**src/rtl/arb_agent_pkg.sv**
```systemverilog
// Shared types for the arbitration agent.
// Assumes: one agent per instance; the bus AND is formed outside.
package arb_agent_pkg;
    typedef enum logic [1:0] {
        ST_IDLE    = 2'd0,
        ST_COMPETE = 2'd1,
        ST_OWN     = 2'd2
    } agent_st_e;
endpackage

```
**src/rtl/arb_window_edge.sv**
```systemverilog
// Detects the opening and the closing of an arbitration window.
// Assumes arb_phase is synchronous to clk.
module arb_window_edge (
    input  logic clk,
    input  logic rst_n,
    input  logic arb_phase,
    output logic win_start,
    output logic win_close
);
    logic phase_q;

    // Remember last cycle's phase.
    always_ff @(posedge clk) begin
        if (!rst_n) phase_q <= 1'b0;
        else        phase_q <= arb_phase;
    end

    // Edge pulses: grant->arbitrate opens, arbitrate->grant closes.
    always_comb begin
        win_start = arb_phase & ~phase_q;
        win_close = ~arb_phase & phase_q;
    end
endmodule

```
**src/rtl/arb_grant_tracker.sv**
```systemverilog
// Tracks whether the agent is idle, competing in a window, or the owner.
// Assumes the level is stable during a window.
module arb_grant_tracker
    import arb_agent_pkg::*;
#(
    parameter int LVL_W = 4
) (
    input  logic             clk,
    input  logic             rst_n,
    input  logic             win_start,
    input  logic             win_close,
    input  logic             need_bus,
    input  logic [LVL_W-1:0] my_level,
    input  logic [LVL_W-1:0] arb_bus,
    output agent_st_e        st_q,
    output agent_st_e        st_d,
    output logic             granted
);
    // Next state: join at window start, win on exact match at close.
    always_comb begin
        st_d = st_q;
        unique case (st_q)
            ST_IDLE:    if (win_start && need_bus) st_d = ST_COMPETE;
            ST_COMPETE: begin
                if (!need_bus)      st_d = ST_IDLE;
                else if (win_close) st_d = (arb_bus == my_level) ? ST_OWN : ST_IDLE;
            end
            ST_OWN:     if (win_start) st_d = need_bus ? ST_COMPETE : ST_IDLE;
            default:    st_d = ST_IDLE;
        endcase
    end

    // State register.
    always_ff @(posedge clk) begin
        if (!rst_n) st_q <= ST_IDLE;
        else        st_q <= st_d;
    end

    assign granted = (st_q == ST_OWN);

    // a grant only appears right after a window closes.
    p_grant_after_close_r5: assert property (@(posedge clk) disable iff (!rst_n)
        $rose(granted) |-> $past(win_close));
    // a new window always removes ownership.
    p_grant_drops_on_window_r9: assert property (@(posedge clk) disable iff (!rst_n)
        win_start |=> !granted);
endmodule

```
**src/rtl/arb_level_resolver.sv**
```systemverilog
// Produces the registered bus drive: full level on entry, then releases
// contested bits MSB first each cycle; owner holds, others release all.
module arb_level_resolver
    import arb_agent_pkg::*;
#(
    parameter int LVL_W = 4
) (
    input  logic             clk,
    input  logic             rst_n,
    input  agent_st_e        st_q,
    input  agent_st_e        st_d,
    input  logic             need_bus,
    input  logic [LVL_W-1:0] my_level,
    input  logic [LVL_W-1:0] arb_bus,
    output logic [LVL_W-1:0] lvl_drive
);
    logic [LVL_W-1:0] rel_mask;
    logic [LVL_W-1:0] drive_d;
    logic             found;

    // Mask of the first contested bit (own 1, bus 0) and everything below it.
    always_comb begin
        rel_mask = '0;
        found    = 1'b0;
        for (int i = LVL_W-1; i >= 0; i--) begin
            if (!found && my_level[i] && !arb_bus[i]) found = 1'b1;
            rel_mask[i] = found;
        end
    end

    // Select the next drive from the state transition.
    always_comb begin
        drive_d = '1;
        if (st_d == ST_COMPETE)
            drive_d = (st_q != ST_COMPETE) ? my_level : (my_level | rel_mask);
        else if (st_d == ST_OWN)
            drive_d = (st_q == ST_OWN) ? lvl_drive : my_level;
    end

    // Drive register.
    always_ff @(posedge clk) begin
        if (!rst_n) lvl_drive <= '1;
        else        lvl_drive <= drive_d;
    end

    // the full level is presented after the opening edge.
    p_present_level_r3: assert property (@(posedge clk) disable iff (!rst_n)
        (st_q == ST_IDLE && st_d == ST_COMPETE) |=> lvl_drive == $past(my_level));
    // without demand and ownership the bus is released.
    p_release_idle_r10: assert property (@(posedge clk) disable iff (!rst_n)
        (!need_bus && st_q != ST_OWN) |=> lvl_drive == '1);
endmodule

```
**src/rtl/arb_agent.sv**
```systemverilog
// One participant of the distributed arbitration: edge detection,
// ownership tracking and bus drive. Assumes one agent per level.
module arb_agent
    import arb_agent_pkg::*;
#(
    parameter int LVL_W = 4
) (
    input  logic             clk,
    input  logic             rst_n,
    input  logic [LVL_W-1:0] my_level,
    input  logic             need_bus,
    input  logic             arb_phase,
    input  logic [LVL_W-1:0] arb_bus,
    input  logic             burst_want,
    output logic [LVL_W-1:0] lvl_drive,
    output logic             preempt_n,
    output logic             granted,
    output logic             burst_n
);
    logic      win_start, win_close;
    agent_st_e st_q, st_d;

    arb_window_edge u_edge (
        .clk(clk), .rst_n(rst_n), .arb_phase(arb_phase),
        .win_start(win_start), .win_close(win_close)
    );

    arb_grant_tracker #(.LVL_W(LVL_W)) u_track (
        .clk(clk), .rst_n(rst_n), .win_start(win_start), .win_close(win_close),
        .need_bus(need_bus), .my_level(my_level), .arb_bus(arb_bus),
        .st_q(st_q), .st_d(st_d), .granted(granted)
    );

    arb_level_resolver #(.LVL_W(LVL_W)) u_res (
        .clk(clk), .rst_n(rst_n), .st_q(st_q), .st_d(st_d),
        .need_bus(need_bus), .my_level(my_level), .arb_bus(arb_bus),
        .lvl_drive(lvl_drive)
    );

    // Pending request and burst hold.
    always_comb begin
        preempt_n = ~(need_bus & ~granted);
        burst_n   = ~(granted & burst_want);
    end

    // an owner keeps its drive unchanged.
    p_owner_holds_r6: assert property (@(posedge clk) disable iff (!rst_n)
        (granted && $past(granted)) |-> $stable(lvl_drive));
endmodule

```
**config.mk**
```make
export PLATFORM = sky130hd
export DESIGN_NAME = arb_agent
export DESIGN_NICKNAME = d
export VERILOG_FILES = /design/src/rtl/arb_agent_pkg.sv /design/src/rtl/arb_window_edge.sv /design/src/rtl/arb_grant_tracker.sv /design/src/rtl/arb_level_resolver.sv /design/src/rtl/arb_agent.sv
export SDC_FILE = /design/constraint.sdc
export NUM_CORES = 1
export LEC_CHECK = 0
export BUFFER_PORTS_ARGS = -buffer_cell sky130_fd_sc_hd__buf_4
export CAP_MARGIN = 20
export CORE_MARGIN = 5
export CORE_UTILIZATION = 30
export CTS_CLUSTER_DIAMETER = 30
export DETAILED_ROUTE_END_ITERATION = 8
export GPL_TIMING_DRIVEN = 0
export PLACE_DENSITY = 0.62
export SLEW_MARGIN = 10
export SYNTH_ARGS = -nofsm -noshare
export SYNTH_HDL_FRONTEND = slang
export SYNTH_SLANG_ARGS = --single-unit
```
**constraint.sdc**
```tcl
create_clock -name clk -period 1.51 [get_ports clk]
set_input_delay 0.0755 -clock clk [delete_from_list [all_inputs] [get_ports clk]]
set_output_delay 0.0755 -clock clk [all_outputs]
set_load 0.005 [all_outputs]
```
==> key figures, run 1 <==
Status
  • Status: complete, no violations

Timing
  • Max-slew violation count: 0
  • Final setup TNS: 0 ns
  • Slew margin rel.: about four fifths
  • Slew @ Worst Pin: 0.324 ns
  • Final Skew: 0.00186 ns
  • RSZ-0062 raised after global routing: false
  • Final setup violating endpoints: 0
  • Fin worst setup slack: ~0.18 ns
  • Final period util: approximately 88%
  • Max Freq: about 0.75 GHz
  • Period minus WS final: between 1 and 1.5 ns
  • Hold Vio Cnt, Final: 0

Critical path
  • Worst-case reg-to-reg path depth: 4
  • RR Endpoint: u_res.lvl_drive[0]
  • Worst path max stage delay: roughly 0.37 ns
  • Crit path launch type: flop
  • Worst Setup End Kind: flop
  • Reg2reg setup slack: 0.18 ns
  • R2R Path Start: u_edge.phase_q
  • Critical Path Slowest Stage Cell: dfxtp_1
  • Critical setup path kind: reg -> reg
  • CP top delay family: simple AND/OR/NAND/NOR gates
  • WP data arrival: around 1.5 ns
  • Critical path required time: 1.62 ns
  • Crit-path cells: nor4b_1, o31ai_1, o221ai_1, nand4_1
  • WP buf/inv: 0
  • Critical Path Fanout Max: 6

Power and ir drop
  • Worst vdd ir: between 0.4 and 0.5 mV
  • PwrDens: 731 mW/mm^2
  • Total Power: roughly 0.00044 W
  • LEAKAGE: between 0.2 and 0.3 nW

Drt
  • Via count: ~400
  • Routed len/inst: around 12 um
  • Detail Route Antenna Nets: 0
  • Via-to-Cell Ratio: roughly 5
  • DRT Pass-1 Iters: 2
  • DRC: 0
  • DRT iter0 DRCs: 4
  • Final WL: roughly 990 um

Min path
  • Hold EP: u_res.lvl_drive[2]
  • Hold Crit Start: rst_n
  • Hold path cells: 2
  • Hold crit path type: in -> reg

Clock tree
  • Clock sinks: 7
  • CTS tree: yes
  • Clk buf depth: 2
  • Htree depth: 1
  • Clock latency on the worst-skew pair: around 0.25 ns
  • Post-CTS Hold Buffers: 0
  • Reg clk slew, reported paths: 0.05 ns
  • Total CTS buffers: 3
  • CTS root buffer: clkbuf_4
  • Cts repair resizes: 0
  • Post-CTS setup buffers: 0

Logic synthesis
  • Adder-Cell Fraction of Synth Area: about 3%
  • Complex-gate fraction of the synthesized area: between 10 and 15%
  • Syn_area_per_cell: between 9 and 10 um^2
  • Xor/xnor share of the synthesized area: roughly 6.3%
  • Yosys warning count: 0
  • Post-Syn Area: around 420 um^2
  • Post-Synth Simple-Gate Area: approximately 34%
  • Unique masters post-synth: 25
  • Post-synthesis mux area share: under 10%
  • Register area share after synthesis: around a third
  • Number of synthesized register bits: 7
  • Net Count, Synth: about 60
  • Largest family of logic cells by synthesized area: simple AND/OR/NAND/NOR gates
  • Mapped Cells: 45

GRT
  • Vias in the first global route: 370
  • Initial antenna violation count: 0
  • Gr usage total: under 10%
  • First-pass GRT wire length: 1.52 mm
  • Largest net degree at the start of global routing: 8
  • Overflow after GRT: 0

Cells and area
  • Layout area overhead: 44.8%
  • Final #Nets: just over 80
  • Fill cells: around 130
  • Reg area: 140 um^2
  • Multi-input logic area: 272 um^2
  • Layout cells sized above 1: about a third
  • Ant diodes: 0

Placement
  • Placer Congestion: approximately 0.65
  • DP Wirelength: around 800 um
  • Post-place setup slack: 0.178 ns
  • Port Buffers: 19

Run
  • Max-Cap Viols: 0

Floorplan
  • Die Area: ~0.0022 mm^2
  • Chip width: about 47 um
  • Core ar.: between 0.001 and 0.0015 mm^2
  • Core Rows: 13
  • Initial core utilization: between 30% and 40%
  • Chip Height: around 47 um
  • I/O pin cnt: 20
[flip-flops by register name (all words and copies together) (netlist names)]
signal	flops
u_track.st_q	2
u_res.lvl_drive	4
u_edge.phase_q	1
[final cells by class]
| type | count | share of cell area [%] |
|---|---|---|
| timing repair buffer | 19 | 23.5 |
| multi-input combinational | 36 | 44.7 |
| tap | 15 | 3.09 |
| inverter | 2 | 1.24 |
| clock buffer | 4 | 4.33 |
| sequential | 7 | 23.1 |
[Yosys cell counts]
cell,instances,share of area (%)
nand2_1,1,0.89
xnor2_1,3,6.3
o211ai_1,1,1.8
nor2_1,2,1.8
and2b_1,2,3.6
dfxtp_1,7,33
and3_1,1,1.5
nor3b_1,2,3.6
o221ai_1,1,2.1
o21ai_0,1,1.2
nand3b_1,1,1.8
o22ai_1,1,1.5
ha_1,1,3.0
nand4_1,2,3.0
nor2b_1,1,1.5
and2_1,2,3.0
and4bb_1,1,3.0
or2b_1,1,1.8
nand3_1,4,4.8
o31ai_1,1,1.8
nand2b_1,1,1.5
mux2i_1,4,9.6
o21ai_4,1,3.9
nor4b_1,1,2.1
inv_1,2,1.8
[worst max-delay path by stage]
stage / slack, ns / endpoint / start / cells after the start
after floorplan: 0.36 / u_res.lvl_drive[0] / u_edge.phase_q / 4
after global placement: 0.22 / u_res.lvl_drive[1] / arb_bus[3] / 7
after detailed placement: 0.18 / u_res.lvl_drive[0] / u_edge.phase_q / 4
after CTS: 0.17 / u_res.lvl_drive[0] / u_edge.phase_q / 4
after global routing: 0.03 / u_res.lvl_drive[0] / u_track.st_q[0] / 4
final: 0.18 / u_res.lvl_drive[0] / u_edge.phase_q / 4
[kinds of logic after synthesis]
| kind of cell | count (synthesis) |
|---|---|
| AND/OR/NAND/NOR | 22 |
| flip-flops | 7 |
| AO/OA/AOI/OAI | 6 |
| buffers and inverters | 2 |
| adder cells (fa/ha/maj) | 1 |
| XOR/XNOR | 3 |
| multiplexers | 4 |
[metrics by stage]
step	util, %	cells	area [um^2]	hold WS, ns
6_report	46.1	83	607	0.0530
5_1_grt	46.1	83	607	0.0532
3_3_place_gp	44.1	79	581	0.312
3_5_place_dp	44.1	79	581	0.314
2_1_floorplan	-	45	419	0.147
4_1_cts	46.1	83	607	0.0458
[per-layer routing]
| metal | vias to the layer above | track usage, % | share of wire [%] |
|---|---|---|---|
| met5 | - | 0 | 0 |
| met4 | 0 | 3.31 | 0 |
| met3 | 0 | 5.75 | 3.4 |
| met2 | 9 | 15.0 | 51 |
| met1 | 186 | 11.8 | 46 |
| li1 | 213 | - | - |
[power breakdown]
part / internal [W] / total (W) / switching (W)
clock: 0.000101 / 0.000166 / 0.0000653
sequential: 0.000191 / 0.000197 / 0.00000627
combinational: 0.0000477 / 0.0000804 / 0.0000326
total: 0.000339 / 0.000444 / 0.000104
[cells in the final DEF, fill, tap and decap left out]
master	n
o22ai_1	1
clkbuf_1	1
and3_1	1
nor2b_1	1
nand4_1	2
nor3b_1	2
o211ai_1	1
o221ai_1	1
buf_4	19
xnor2_1	3
o31ai_1	1
nor4b_1	1
nand3_1	4
clkbuf_4	3
ha_1	1
nor2_1	2
inv_1	2
nand2b_1	1
mux2i_1	4
nand3b_1	1
o21ai_0	1
nand2_1	1
and2_1	2
o21ai_4	1
and4bb_1	1
or2b_1	1
and2b_1	2
dfxtp_1	7
No activity file was read; power rests on OpenSTA's default activity.
==> inputs of run 2 (changes only) <==
--- a/config.mk
+++ b/config.mk
@@ -12,7 +12,7 @@
 export CTS_CLUSTER_DIAMETER = 30
 export DETAILED_ROUTE_END_ITERATION = 8
 export GPL_TIMING_DRIVEN = 0
-export PLACE_DENSITY = 0.62
+export PLACE_DENSITY = 0.64
 export SLEW_MARGIN = 10
 export SYNTH_ARGS = -nofsm -noshare
 export SYNTH_HDL_FRONTEND = slang
==> constraint.sdc (replaced) <==
create_clock -name clk -period 1.15 [get_ports clk]
set_input_delay 0.0575 -clock clk [delete_from_list [all_inputs] [get_ports clk]]
set_output_delay 0.0575 -clock clk [all_outputs]
set_load 0.005 [all_outputs]
==> key figures, run 2 (synthesized netlist as in run 1, its figures left out) <==
GRT
  • Initial antenna violation count: 0
  • Overflow after GRT: 0
  • Gr usage total: ~11%
  • Largest net degree at the start of global routing: 8
  • First-pass GRT wire length: 1.73 mm
  • Vias in the first global route: 428

Timing
  • Final setup violating endpoints: 6
  • Worst hold margin: about 0.040 ns
  • Final Skew: approximately 0.0038 ns
  • Hold Vio Cnt, Final: 0
  • RSZ-0062 raised after global routing: true
  • Final period util: 104%
  • Max-slew violation count: 0
  • Slew margin rel.: 82.7%
  • Slew @ Worst Pin: approximately 0.26 ns
  • Fin worst setup slack: -0.0445 ns
  • Period minus WS final: around 1.2 ns
  • Max Freq: about 0.84 GHz

Clock tree
  • Clock latency on the worst-skew pair: between 0.2 and 0.3 ns
  • Total CTS buffers: 3
  • Htree depth: 1
  • CTS tree: yes
  • Clk buf depth: 2
  • CTS root buffer: clkbuf_4
  • Clock sinks: 7
  • Reg clk slew, reported paths: roughly 0.050 ns

Critical path
  • Crit path launch type: flop
  • R2R Path Start: u_track.st_q[0]
  • Critical setup path kind: reg -> reg
  • Setup crit start: u_track.st_q[0]
  • WP data arrival: roughly 1.3 ns
  • Worst Setup End Kind: flop
  • Critical Path Fanout Max: 7
  • Critical path required time: around 1.3 ns

Cells and area
  • Commonest cells after routing, fill and taps aside: 22 x buf_4, 4 x nand3_1, 4 x mux2i_1, 4 x dfxtp_1
  • Final Core Density: 53.8%
  • Layout area overhead: 69.0%
  • Fill cells: 110
  • Final #Nets: 87
  • Most common cell after layout, fill and taps aside: buf_4
  • Ant diodes: 0
  • Biggest register: u_res.lvl_drive
  • Layout cells sized above 1: 52.8%
  • Largest register FFs: 4
  • Biggest regs: u_res.lvl_drive: 4 flops, u_track.st_q: 2 flops, u_edge.phase_q: 1 flops
  • Non-Filler Instances: 87

Drt
  • DRT Pass-1 Iters: 2
  • Routed len/inst: around 12 um
  • Via count: roughly 430
  • DRC: 0
  • Detail Route Antenna Nets: 0
  • Via-to-Cell Ratio: between 4 and 5
  • Final WL: 1.06 mm
  • DRT iter0 DRCs: 2

Run
  • Max-Cap Viols: 0

Power and ir drop
  • Worst vdd ir: between 0.4 and 0.5 mV
  • PwrDens: ~860 mW/mm^2
  • LEAKAGE: ~0.32 nW

Floorplan
  • Die Area: approximately 0.0022 mm^2
  • Chip Height: roughly 47 um
  • Initial core utilization: around a third
  • Chip width: roughly 47 um
  • Core ar.: 0.00132 mm^2
  • Core Rows: 13
  • I/O pin cnt: 20

Min path
  • Hold crit path type: in -> reg
  • Hold Crit Start: my_level[3]

Placement
  • DP Wirelength: about 790 um
  • Placer Congestion: roughly 0.64
  • Port Buffers: 19
  • Placed Cells: slightly below 80

Status
  • Status: complete, but fails checks
  • Failing checks: setup timing
-- run 2: power by group --
part / switching [W] / internal [W] / total (W) / leakage [nW]
registers: 0.00000958 / 0.000247 / 0.000256 / 0.0593
logic: 0.0000523 / 0.0000784 / 0.000131 / 0.245
clock network: 0.0000910 / 0.000132 / 0.000223 / 0.0150
total: 0.000153 / 0.000458 / 0.000610 / 0.319
-- run 2: stage by stage --
| stage | setup WS (ns) | cell area [um^2] | setup TNS [ns] | power [W] |
|---|---|---|---|---|
| floorplan | 0.00550 | 425 | 0 | 0.000311 |
| global placement | -0.149 | 587 | -0.572 | 0.000370 |
| detailed placement | -0.169 | 587 | -0.607 | 0.000371 |
| CTS | -0.0507 | 686 | -0.213 | 0.000605 |
| global route | -0.137 | 708 | -0.637 | 0.000658 |
| finish | -0.0445 | 708 | -0.166 | 0.000610 |
-- run 2: worst paths after layout --
| path | to | slack, ns | cells after the start |
|---|---|---|---|
| max reg2reg | u_res.lvl_drive[2] | -0.04 | 5 |
| max | u_res.lvl_drive[2] | -0.04 | 5 |
| min reg2reg | u_res.lvl_drive[2] | 0.48 | 2 |
| min | u_res.lvl_drive[3] | 0.04 | 3 |
-- run 2: repair_timing --
action | in CTS | in global routing
hold buffers | 0 | 0
endpoints found under the hold margin | 0 | 0
endpoints found under the setup margin | 7 | 8
resized for setup | 14 | 2
buffers inserted | 2 | 2
pin swaps | 7 | 6
-- run 2: final cells by class --
type / count / area (um^2) / share of cell area, %
tap: 15 / 18.8 / 2.65
multi-input combinational: 36 / 328 / 46.3
sequential: 7 / 151 / 21.4
timing repair buffer: 23 / 176 / 24.9
inverter: 2 / 7.51 / 1.06
clock buffer: 4 / 26.3 / 3.71
-- run 2: layer usage --
layer  vias to the layer above  wire, um  global-route usage, %
li1                        220         -                      -
met1                       199       436                   12.6
met2                        10       551                   17.9
met3                         2        65                   6.13
met4                         0         6                   3.31
met5                         -         0                      0
-- run 2: critical path, cell delays in order, from the launching register on --
cell	delay, ns
dfxtp_4	0.36
and2b_2	0.26
o21ai_4	0.10
buf_4	0.15
o211ai_1	0.10
nand3_1	0.11
